<file path="src/rtl/dbexp_pkg.sv">
// Shared types for the dual-base exponentiation sequencer.
package dbexp_pkg;
    typedef enum logic [1:0] {
        MODE_PROD   = 2'd0,
        MODE_SINGLE = 2'd1,
        MODE_DUAL   = 2'd2
    } mode_e;

    typedef enum logic [1:0] {
        ST_IDLE  = 2'd0,
        ST_ISSUE = 2'd1,
        ST_WAIT  = 2'd2
    } state_e;

    typedef enum logic [1:0] {
        OP_PROD = 2'd0,   // one-shot base0*base1
        OP_PRE  = 2'd1,   // cross product for the table
        OP_SQR  = 2'd2,   // acc*acc
        OP_MUL  = 2'd3    // acc*table[sel]
    } op_e;
endpackage

</file>
<file path="src/rtl/dbexp_optab.sv">
// Operand table: entry 0 = Montgomery one, entry 2^j = base j, last entry =
// product of all bases (written once by the sequencer). Assumes NB = 2 for
// the cross-product slot; other composite slots load as zero.
module dbexp_optab #(
    parameter int N_BITS = 32,
    parameter int NB     = 2
) (
    input  logic                       clk,
    input  logic                       rst_n,
    input  logic                       load,
    input  logic [N_BITS-1:0]          one_val,
    input  logic [NB-1:0][N_BITS-1:0]  bases,
    input  logic                       pair_we,
    input  logic [N_BITS-1:0]          pair_val,
    input  logic [NB-1:0]              sel_a,
    input  logic [NB-1:0]              sel_b,
    output logic [N_BITS-1:0]          val_a,
    output logic [N_BITS-1:0]          val_b
);
    localparam int DEPTH = 1 << NB;

    logic [DEPTH-1:0][N_BITS-1:0] ent;

    for (genvar k = 0; k < DEPTH; k++) begin : g_ent
        logic [N_BITS-1:0] val;
        if (k == 0) begin : g_one
            // Entry 0 holds the accumulator's start value.
            always_ff @(posedge clk) begin
                if (!rst_n)    val <= '0;
                else if (load) val <= one_val;
            end
        end else if ((k & (k - 1)) == 0) begin : g_base
            // Single-base entry loaded at the start of a run.
            always_ff @(posedge clk) begin
                if (!rst_n)    val <= '0;
                else if (load) val <= bases[$clog2(k)];
            end
        end else begin : g_prod
            // Composite entry: cleared at load, filled by the precompute step.
            always_ff @(posedge clk) begin
                if (!rst_n)                           val <= '0;
                else if (load)                        val <= '0;
                else if (pair_we && k == DEPTH - 1)   val <= pair_val;
            end
        end
        assign ent[k] = val;
    end

    assign val_a = ent[sel_a];
    assign val_b = ent[sel_b];
endmodule

</file>
<file path="src/rtl/dbexp_scan.sv">
// Exponent scanner: latches both exponents, walks a bit position from
// length-1 down to 0 and presents the table index {e1[i], e0[i]}.
// Assumes the caller never loads a zero length (handled upstream).
module dbexp_scan #(
    parameter int E_BITS = 16,
    parameter int LEN_W  = 5
) (
    input  logic              clk,
    input  logic              rst_n,
    input  logic              load,
    input  logic              dual,
    input  logic [LEN_W-1:0]  len,
    input  logic [E_BITS-1:0] e0,
    input  logic [E_BITS-1:0] e1,
    input  logic              step,
    output logic [1:0]        sel,
    output logic              last
);
    localparam logic [LEN_W-1:0] MAX_LEN = LEN_W'(E_BITS);

    logic [E_BITS-1:0] e0_q, e1_q;
    logic [LEN_W-1:0]  pos;
    logic              dual_q;

    // Latch exponents and set or move the scan position.
    always_ff @(posedge clk) begin
        if (!rst_n) begin
            e0_q   <= '0;
            e1_q   <= '0;
            pos    <= '0;
            dual_q <= 1'b0;
        end else if (load) begin
            e0_q   <= e0;
            e1_q   <= e1;
            dual_q <= dual;
            pos    <= (len > MAX_LEN) ? (MAX_LEN - 1'b1) : (len - 1'b1);
        end else if (step) begin
            pos <= pos - 1'b1;
        end
    end

    assign sel  = {dual_q & e1_q[pos], e0_q[pos]};
    assign last = (pos == '0);
endmodule

</file>
<file path="src/rtl/dbexp_fsm.sv">
// Sequencer: decides which multiplier operation to issue, owns the
// accumulator, the result, the operation counter and the done pulse.
// Assumes the multiplier answers each mul_start with exactly one mul_done.
module dbexp_fsm
    import dbexp_pkg::*;
#(
    parameter int N_BITS = 32,
    parameter int LEN_W  = 5,
    parameter int CNT_W  = 6
) (
    input  logic              clk,
    input  logic              rst_n,
    input  logic              start,
    input  logic [1:0]        mode,
    input  logic              const_time,
    input  logic [LEN_W-1:0]  exp_len,
    input  logic [N_BITS-1:0] one_mont,
    input  logic [1:0]        sel,
    input  logic              last,
    input  logic [N_BITS-1:0] tab_a,
    input  logic [N_BITS-1:0] tab_b,
    input  logic              mul_done,
    input  logic [N_BITS-1:0] mul_res,
    output logic              accept,
    output logic              dual_sel,
    output logic              step,
    output logic              pair_we,
    output logic [1:0]        tab_sel_b,
    output logic              busy,
    output logic              done,
    output logic [N_BITS-1:0] result,
    output logic [CNT_W-1:0]  mul_count,
    output logic              mul_start,
    output logic [N_BITS-1:0] mul_a,
    output logic [N_BITS-1:0] mul_b
);
    state_e            state;
    op_e               op;
    logic [N_BITS-1:0] acc;
    logic              ct_q;
    logic              want_mul;
    logic              fin;

    assign accept   = start && (state == ST_IDLE);
    assign dual_sel = (mode == MODE_DUAL);
    assign want_mul = ct_q || (sel != 2'b00);
    // Last operation of a bit position has returned on the final position.
    assign fin = (state == ST_WAIT) && mul_done && last &&
                 ((op == OP_MUL) || (op == OP_SQR && !want_mul));
    assign step = (state == ST_WAIT) && mul_done && !last &&
                  ((op == OP_MUL) || (op == OP_SQR && !want_mul));
    assign pair_we   = (state == ST_WAIT) && mul_done && (op == OP_PRE);
    assign tab_sel_b = (op == OP_MUL) ? sel : 2'd2;
    assign busy      = (state != ST_IDLE);
    assign mul_start = (state == ST_ISSUE);

    // Operand routing for the operation being issued.
    always_comb begin
        unique case (op)
            OP_PROD, OP_PRE: begin mul_a = tab_a; mul_b = tab_b; end
            OP_SQR:          begin mul_a = acc;   mul_b = acc;   end
            default:         begin mul_a = acc;   mul_b = tab_b; end
        endcase
    end

    // Main sequencing: state, operation, accumulator, result and count.
    always_ff @(posedge clk) begin
        if (!rst_n) begin
            state     <= ST_IDLE;
            op        <= OP_SQR;
            acc       <= '0;
            ct_q      <= 1'b0;
            done      <= 1'b0;
            result    <= '0;
            mul_count <= '0;
        end else begin
            done <= 1'b0;
            unique case (state)
                ST_IDLE: begin
                    if (start) begin
                        ct_q      <= const_time;
                        acc       <= one_mont;
                        mul_count <= '0;
                        if (mode == MODE_PROD) begin
                            op    <= OP_PROD;
                            state <= ST_ISSUE;
                        end else if (exp_len == '0) begin
                            result <= one_mont;
                            done   <= 1'b1;
                        end else if (mode == MODE_DUAL) begin
                            op    <= OP_PRE;
                            state <= ST_ISSUE;
                        end else begin
                            op    <= OP_SQR;
                            state <= ST_ISSUE;
                        end
                    end
                end
                ST_ISSUE: begin
                    mul_count <= mul_count + 1'b1;
                    state     <= ST_WAIT;
                end
                ST_WAIT: begin
                    if (mul_done) begin
                        unique case (op)
                            OP_PROD: begin
                                result <= mul_res;
                                done   <= 1'b1;
                                state  <= ST_IDLE;
                            end
                            OP_PRE: begin
                                op    <= OP_SQR;
                                state <= ST_ISSUE;
                            end
                            OP_SQR: begin
                                acc <= mul_res;
                                if (want_mul) begin
                                    op    <= OP_MUL;
                                    state <= ST_ISSUE;
                                end else if (fin) begin
                                    result <= mul_res;
                                    done   <= 1'b1;
                                    state  <= ST_IDLE;
                                end else begin
                                    state <= ST_ISSUE;
                                end
                            end
                            default: begin
                                acc <= mul_res;
                                op  <= OP_SQR;
                                if (fin) begin
                                    result <= mul_res;
                                    done   <= 1'b1;
                                    state  <= ST_IDLE;
                                end else begin
                                    state <= ST_ISSUE;
                                end
                            end
                        endcase
                    end
                end
                default: state <= ST_IDLE;
            endcase
        end
    end
endmodule

</file>
<file path="src/rtl/dbexp_ctrl.sv">
// Top of the dual-base exponentiation sequencer. Wires the operand table,
// the exponent scanner and the sequencer; the multiplier sits outside.
// Assumes all operands are already in the multiplier's Montgomery domain.
module dbexp_ctrl
    import dbexp_pkg::*;
#(
    parameter int N_BITS = 32,
    parameter int E_BITS = 16,
    parameter int LEN_W  = $clog2(E_BITS + 1),
    parameter int CNT_W  = $clog2(2 * E_BITS + 2)
) (
    input  logic              clk,
    input  logic              rst_n,
    input  logic              start,
    input  logic [1:0]        mode,
    input  logic              const_time,
    input  logic [LEN_W-1:0]  exp_len,
    input  logic [N_BITS-1:0] base0,
    input  logic [N_BITS-1:0] base1,
    input  logic [E_BITS-1:0] exp0,
    input  logic [E_BITS-1:0] exp1,
    input  logic [N_BITS-1:0] one_mont,
    output logic              busy,
    output logic              done,
    output logic [N_BITS-1:0] result,
    output logic [CNT_W-1:0]  mul_count,
    output logic              mul_start,
    output logic [N_BITS-1:0] mul_a,
    output logic [N_BITS-1:0] mul_b,
    input  logic              mul_done,
    input  logic [N_BITS-1:0] mul_res
);
    localparam int NB = 2;

    logic              accept, dual_sel, step, pair_we, last;
    logic [1:0]        sel, tab_sel_b;
    logic [N_BITS-1:0] tab_a, tab_b;

    dbexp_optab #(.N_BITS(N_BITS), .NB(NB)) u_tab (
        .clk      (clk),
        .rst_n    (rst_n),
        .load     (accept),
        .one_val  (one_mont),
        .bases    ({base1, base0}),
        .pair_we  (pair_we),
        .pair_val (mul_res),
        .sel_a    (2'd1),
        .sel_b    (tab_sel_b),
        .val_a    (tab_a),
        .val_b    (tab_b)
    );

    dbexp_scan #(.E_BITS(E_BITS), .LEN_W(LEN_W)) u_scan (
        .clk   (clk),
        .rst_n (rst_n),
        .load  (accept),
        .dual  (dual_sel),
        .len   (exp_len),
        .e0    (exp0),
        .e1    (exp1),
        .step  (step),
        .sel   (sel),
        .last  (last)
    );

    dbexp_fsm #(.N_BITS(N_BITS), .LEN_W(LEN_W), .CNT_W(CNT_W)) u_fsm (
        .clk        (clk),
        .rst_n      (rst_n),
        .start      (start),
        .mode       (mode),
        .const_time (const_time),
        .exp_len    (exp_len),
        .one_mont   (one_mont),
        .sel        (sel),
        .last       (last),
        .tab_a      (tab_a),
        .tab_b      (tab_b),
        .mul_done   (mul_done),
        .mul_res    (mul_res),
        .accept     (accept),
        .dual_sel   (dual_sel),
        .step       (step),
        .pair_we    (pair_we),
        .tab_sel_b  (tab_sel_b),
        .busy       (busy),
        .done       (done),
        .result     (result),
        .mul_count  (mul_count),
        .mul_start  (mul_start),
        .mul_a      (mul_a),
        .mul_b      (mul_b)
    );
endmodule

</file>
<file path="config.mk">
export PLATFORM = sky130hd
export DESIGN_NAME = dbexp_ctrl
export DESIGN_NICKNAME = d
export VERILOG_FILES = /design/src/rtl/dbexp_pkg.sv /design/src/rtl/dbexp_optab.sv /design/src/rtl/dbexp_scan.sv /design/src/rtl/dbexp_fsm.sv /design/src/rtl/dbexp_ctrl.sv
export SDC_FILE = /design/constraint.sdc
export NUM_CORES = 1
export LEC_CHECK = 0
export ABC_AREA = 1
export BUFFER_PORTS_ARGS = -buffer_cell sky130_fd_sc_hd__buf_2
export CORE_UTILIZATION = 40
export DETAILED_ROUTE_END_ITERATION = 7
export GPL_TIMING_DRIVEN = 1
export MAX_ROUTING_LAYER = met4
export PLACE_DENSITY = 0.64
export SYNTH_ARGS = -nofsm -noshare
export SYNTH_HDL_FRONTEND = slang
export SYNTH_SLANG_ARGS = --single-unit
</file>
<file path="constraint.sdc">
create_clock -name clk -period 2.4 [get_ports clk]
set_clock_uncertainty 0.15 [all_clocks]
set_input_delay 0.72 -clock clk [delete_from_list [all_inputs] [get_ports clk]]
set_output_delay 0.72 -clock clk [all_outputs]
set_load 0.1 [all_outputs]
</file>
==> run metrics <==
Mapped Avg Cell Area=just under 7 um^2; Starting Density=0.4121; Mapped Area=about 11000 um^2; CTS tree=done; PortBufs=about 280; initial antenna violation count=2; Setup crit start kind=register; global-route wire length before repair=62600 um; DR pass1 iterations=6; ys async rst share=0; Worst-Margin Slew=~0.55 ns; # DRC=0; Area contributors post-synth=dfxtp_1 43%, o21ai_0 12%, nor2_1 9.3%, nand2_1 8.1%, a21oi_1 7.6%; Yosys reg bits=242; Fin. Hold Viols=0; CP Data Required Time=1.53 ns; cell taking the most area after synthesis=dfxtp_1; Rows=60; die area=around 29000 um^2; Worst Setup End Kind=primary output; Mapped Cells=between 1500 and 2000; post-synthesis cell type count=34; Max Fclk=about 0.29 GHz; final net count=approximately 2100; Slew Viols, Final=0; Primary FF master, synth=dfxtp_1; fraction of layout cells with a size suffix above 1=0.3149; crit path time final=approximately 3.5 ns; final core utilization=0.6299; maximum VDD drop=roughly 0.63 mV; Slew Limit Headroom=0.6356; status=complete, but fails checks; hold buffer count at CTS=0; routed wire length=about 42000 um; Seq/Total Area, Yosys=0.4314; Die X-Extent=169.6 um; Final GP Congestion=approximately 0.93; Finished Layout Cells=2349; final worst path period share=1.451; largest net degree at the start of global routing=approximately 140; P_leak=between 7 and 8 nW; Yosys top cell area share=0.4314; worst setup path class=register to primary output; CTS max path bufs=3; unrepaired setup endpoints after global routing=true; crit path max fanout=8; EDFF count, synth=0; vias=12393; H-tree levels=1; Remaining Overflow, GRT=0; post-DP HPWL=28770 um; initial DRC count=978; Pwr Density=between 900 and 1000 nW/um^2; total track usage=0.2846; placed cells=~2300; # setup viols final=64; clock insertion delay at the later pin of the skew report=0.54 ns; post-route antenna net violation count=0; worst setup margin=-1.083 ns; Synth Warn #=0; Worst EP arrival=between 2 and 3 ns; CTS Buf Count=27; Routed wire per std cell=approximately 18 um; io pins=~280; vias in the first global route=about 11000; Synth Net Count=~1800; Layout area overhead=52.84%; Hold Path Class=primary input to register; max-cap viol count=0; Placeable Area=approximately 27000 um^2; CTS Sinks=roughly 240; vias per std cell=about 5.3; die height=169.6 um; Worst-path clk slew=roughly 0.06 ns; clock root buffer=clkbuf_16; failing checks=negative setup slack
==> cell usage after synthesis (all sizes together) (8+ instances only) <==
library cell  number
a31oi             27
o211ai            22
clkbuf            87
nor2             279
nand2            249
nand3             54
o21ai            274
a21oi            172
buf               36
a311oi            11
inv              148
nor3              13
a22oi              8
dfxtp            242
==> layout by cell type (no fill, tap or decap), drive strengths merged <==
| cell | n |
|---|---|
| nor3 | 13 |
| a31oi | 27 |
| bufinv | 2 |
| o21ai | 274 |
| a22oi | 8 |
| a221oi | 1 |
| buf | 403 |
| nand3 | 54 |
| a21oi | 172 |
| bufbuf | 1 |
| o2bb2ai | 1 |
| nand2 | 251 |
| clkinv | 14 |
| inv | 146 |
| a311oi | 11 |
| dfxtp | 242 |
| o211ai | 22 |
| clkbuf | 42 |
| a21boi | 1 |
| clkinvlp | 1 |
| a211oi | 3 |
| diode | 2 |
| ha | 3 |
| nor2 | 279 |
| xor2 | 2 |
| xnor2 | 2 |
==> worst max-delay path, stage by stage (launching register included) <==
cell	delay (ns)
dfxtp_4	0.42
clkbuf_16	0.16
nand2_1	0.05
nand3_1	0.06
nand3_1	0.07
nand3_1	0.09
nand2_1	0.08
nand2_2	0.14
nand2_8	0.11
buf_12	0.16
buf_12	0.13
nor2_2	0.08
o21ai_2	0.07
a31oi_4	0.23
buf_12	0.20
==> flip-flops by register name (all words and copies together) (netlist names) <==
| name | cells |
|---|---|
| u_fsm.acc | 32 |
| u_fsm.result | 32 |
| u_scan.dual_q | 1 |
| u_fsm.done | 1 |
| u_fsm.mul_count | 6 |
| u_scan.e0_q | 16 |
| u_scan.e1_q | 16 |
| u_scan.pos | 5 |
| u_fsm.state | 2 |
| u_fsm.op | 2 |
| u_fsm.ct_q | 1 |
| u_tab.g_ent.val | 128 |
==> cell families after synthesis <==
family / synth area share
compound gates: 0.2470
xor+xnor: 0.003120
fa+ha+maj: 0.003343
buf+inv: 0.1027
flops: 0.4314
simple gates: 0.2125
==> layout make-up <==
class,instances,area [um^2]
clock inverters,13,121.4
flip-flops and latches,242,4850
well taps,372,465.4
clock buffers,37,783.3
diodes,2,5.005
fillers,2364,10090
inverters,150,595.6
multi-input cells,1124,6347
repair buffers,409,3998
==> what timing repair did <==
item                       4_1_cts  5_1_grt
gates cloned                     5        9
gates resized for setup         56      104
pin swaps                       23       57
setup endpoints to repair       81       98
setup buffers                    3       22
==> power breakdown <==
group          internal [mW]  switching [mW]  leakage [nW]  total (mW)
clock                   2.49            1.72         0.455        4.21
combinational           2.44            4.25          5.09        6.69
sequential              4.34           0.219          1.99        4.56
total                   9.28            6.19          7.53        15.5
==> final timing paths <==
check / from / to / slack [ns] / cells past startpoint
setup / recovery: u_scan.pos[0] / mul_b[14] / -1.08 / 14
hold / removal: mul_res[21] / u_tab.g_ent[3].val[21] / 0.26 / 3
setup reg to reg: u_fsm.op[1] / u_fsm.result[22] / 0.05 / 15
hold reg to reg: u_scan.e1_q[4] / u_scan.e1_q[4] / 0.31 / 2
==> metrics by stage <==
step	area [um^2]	setup WS, ns	setup TNS, ns	hold WS (ns)	total power [mW]
floorplan	11930	-0.8118	-20.45	0.2744	8.477
global placement	15150	-0.5069	-14.87	0.2906	10.64
detailed placement	15150	-0.5447	-15.96	0.2967	10.68
CTS	16400	-1.065	-38.51	0.2407	15.15
global route	17170	-1.221	-49.34	0.2659	16.00
finish	17170	-1.083	-43.89	0.2566	15.46
==> routing by layer <==
| metal | up-vias | part of all wire | global-route usage |
|---|---|---|---|
| met2 | 515 | 0.46 | 0.4380 |
| met1 | 5744 | 0.43 | 0.3745 |
| li1 | 6037 | - | - |
| met4 | 0 | 0.037 | 0.1014 |
| met3 | 97 | 0.073 | 0.04967 |
| met5 | - | 0 | - |
Note: power is estimated with default switching activity, not from simulation.
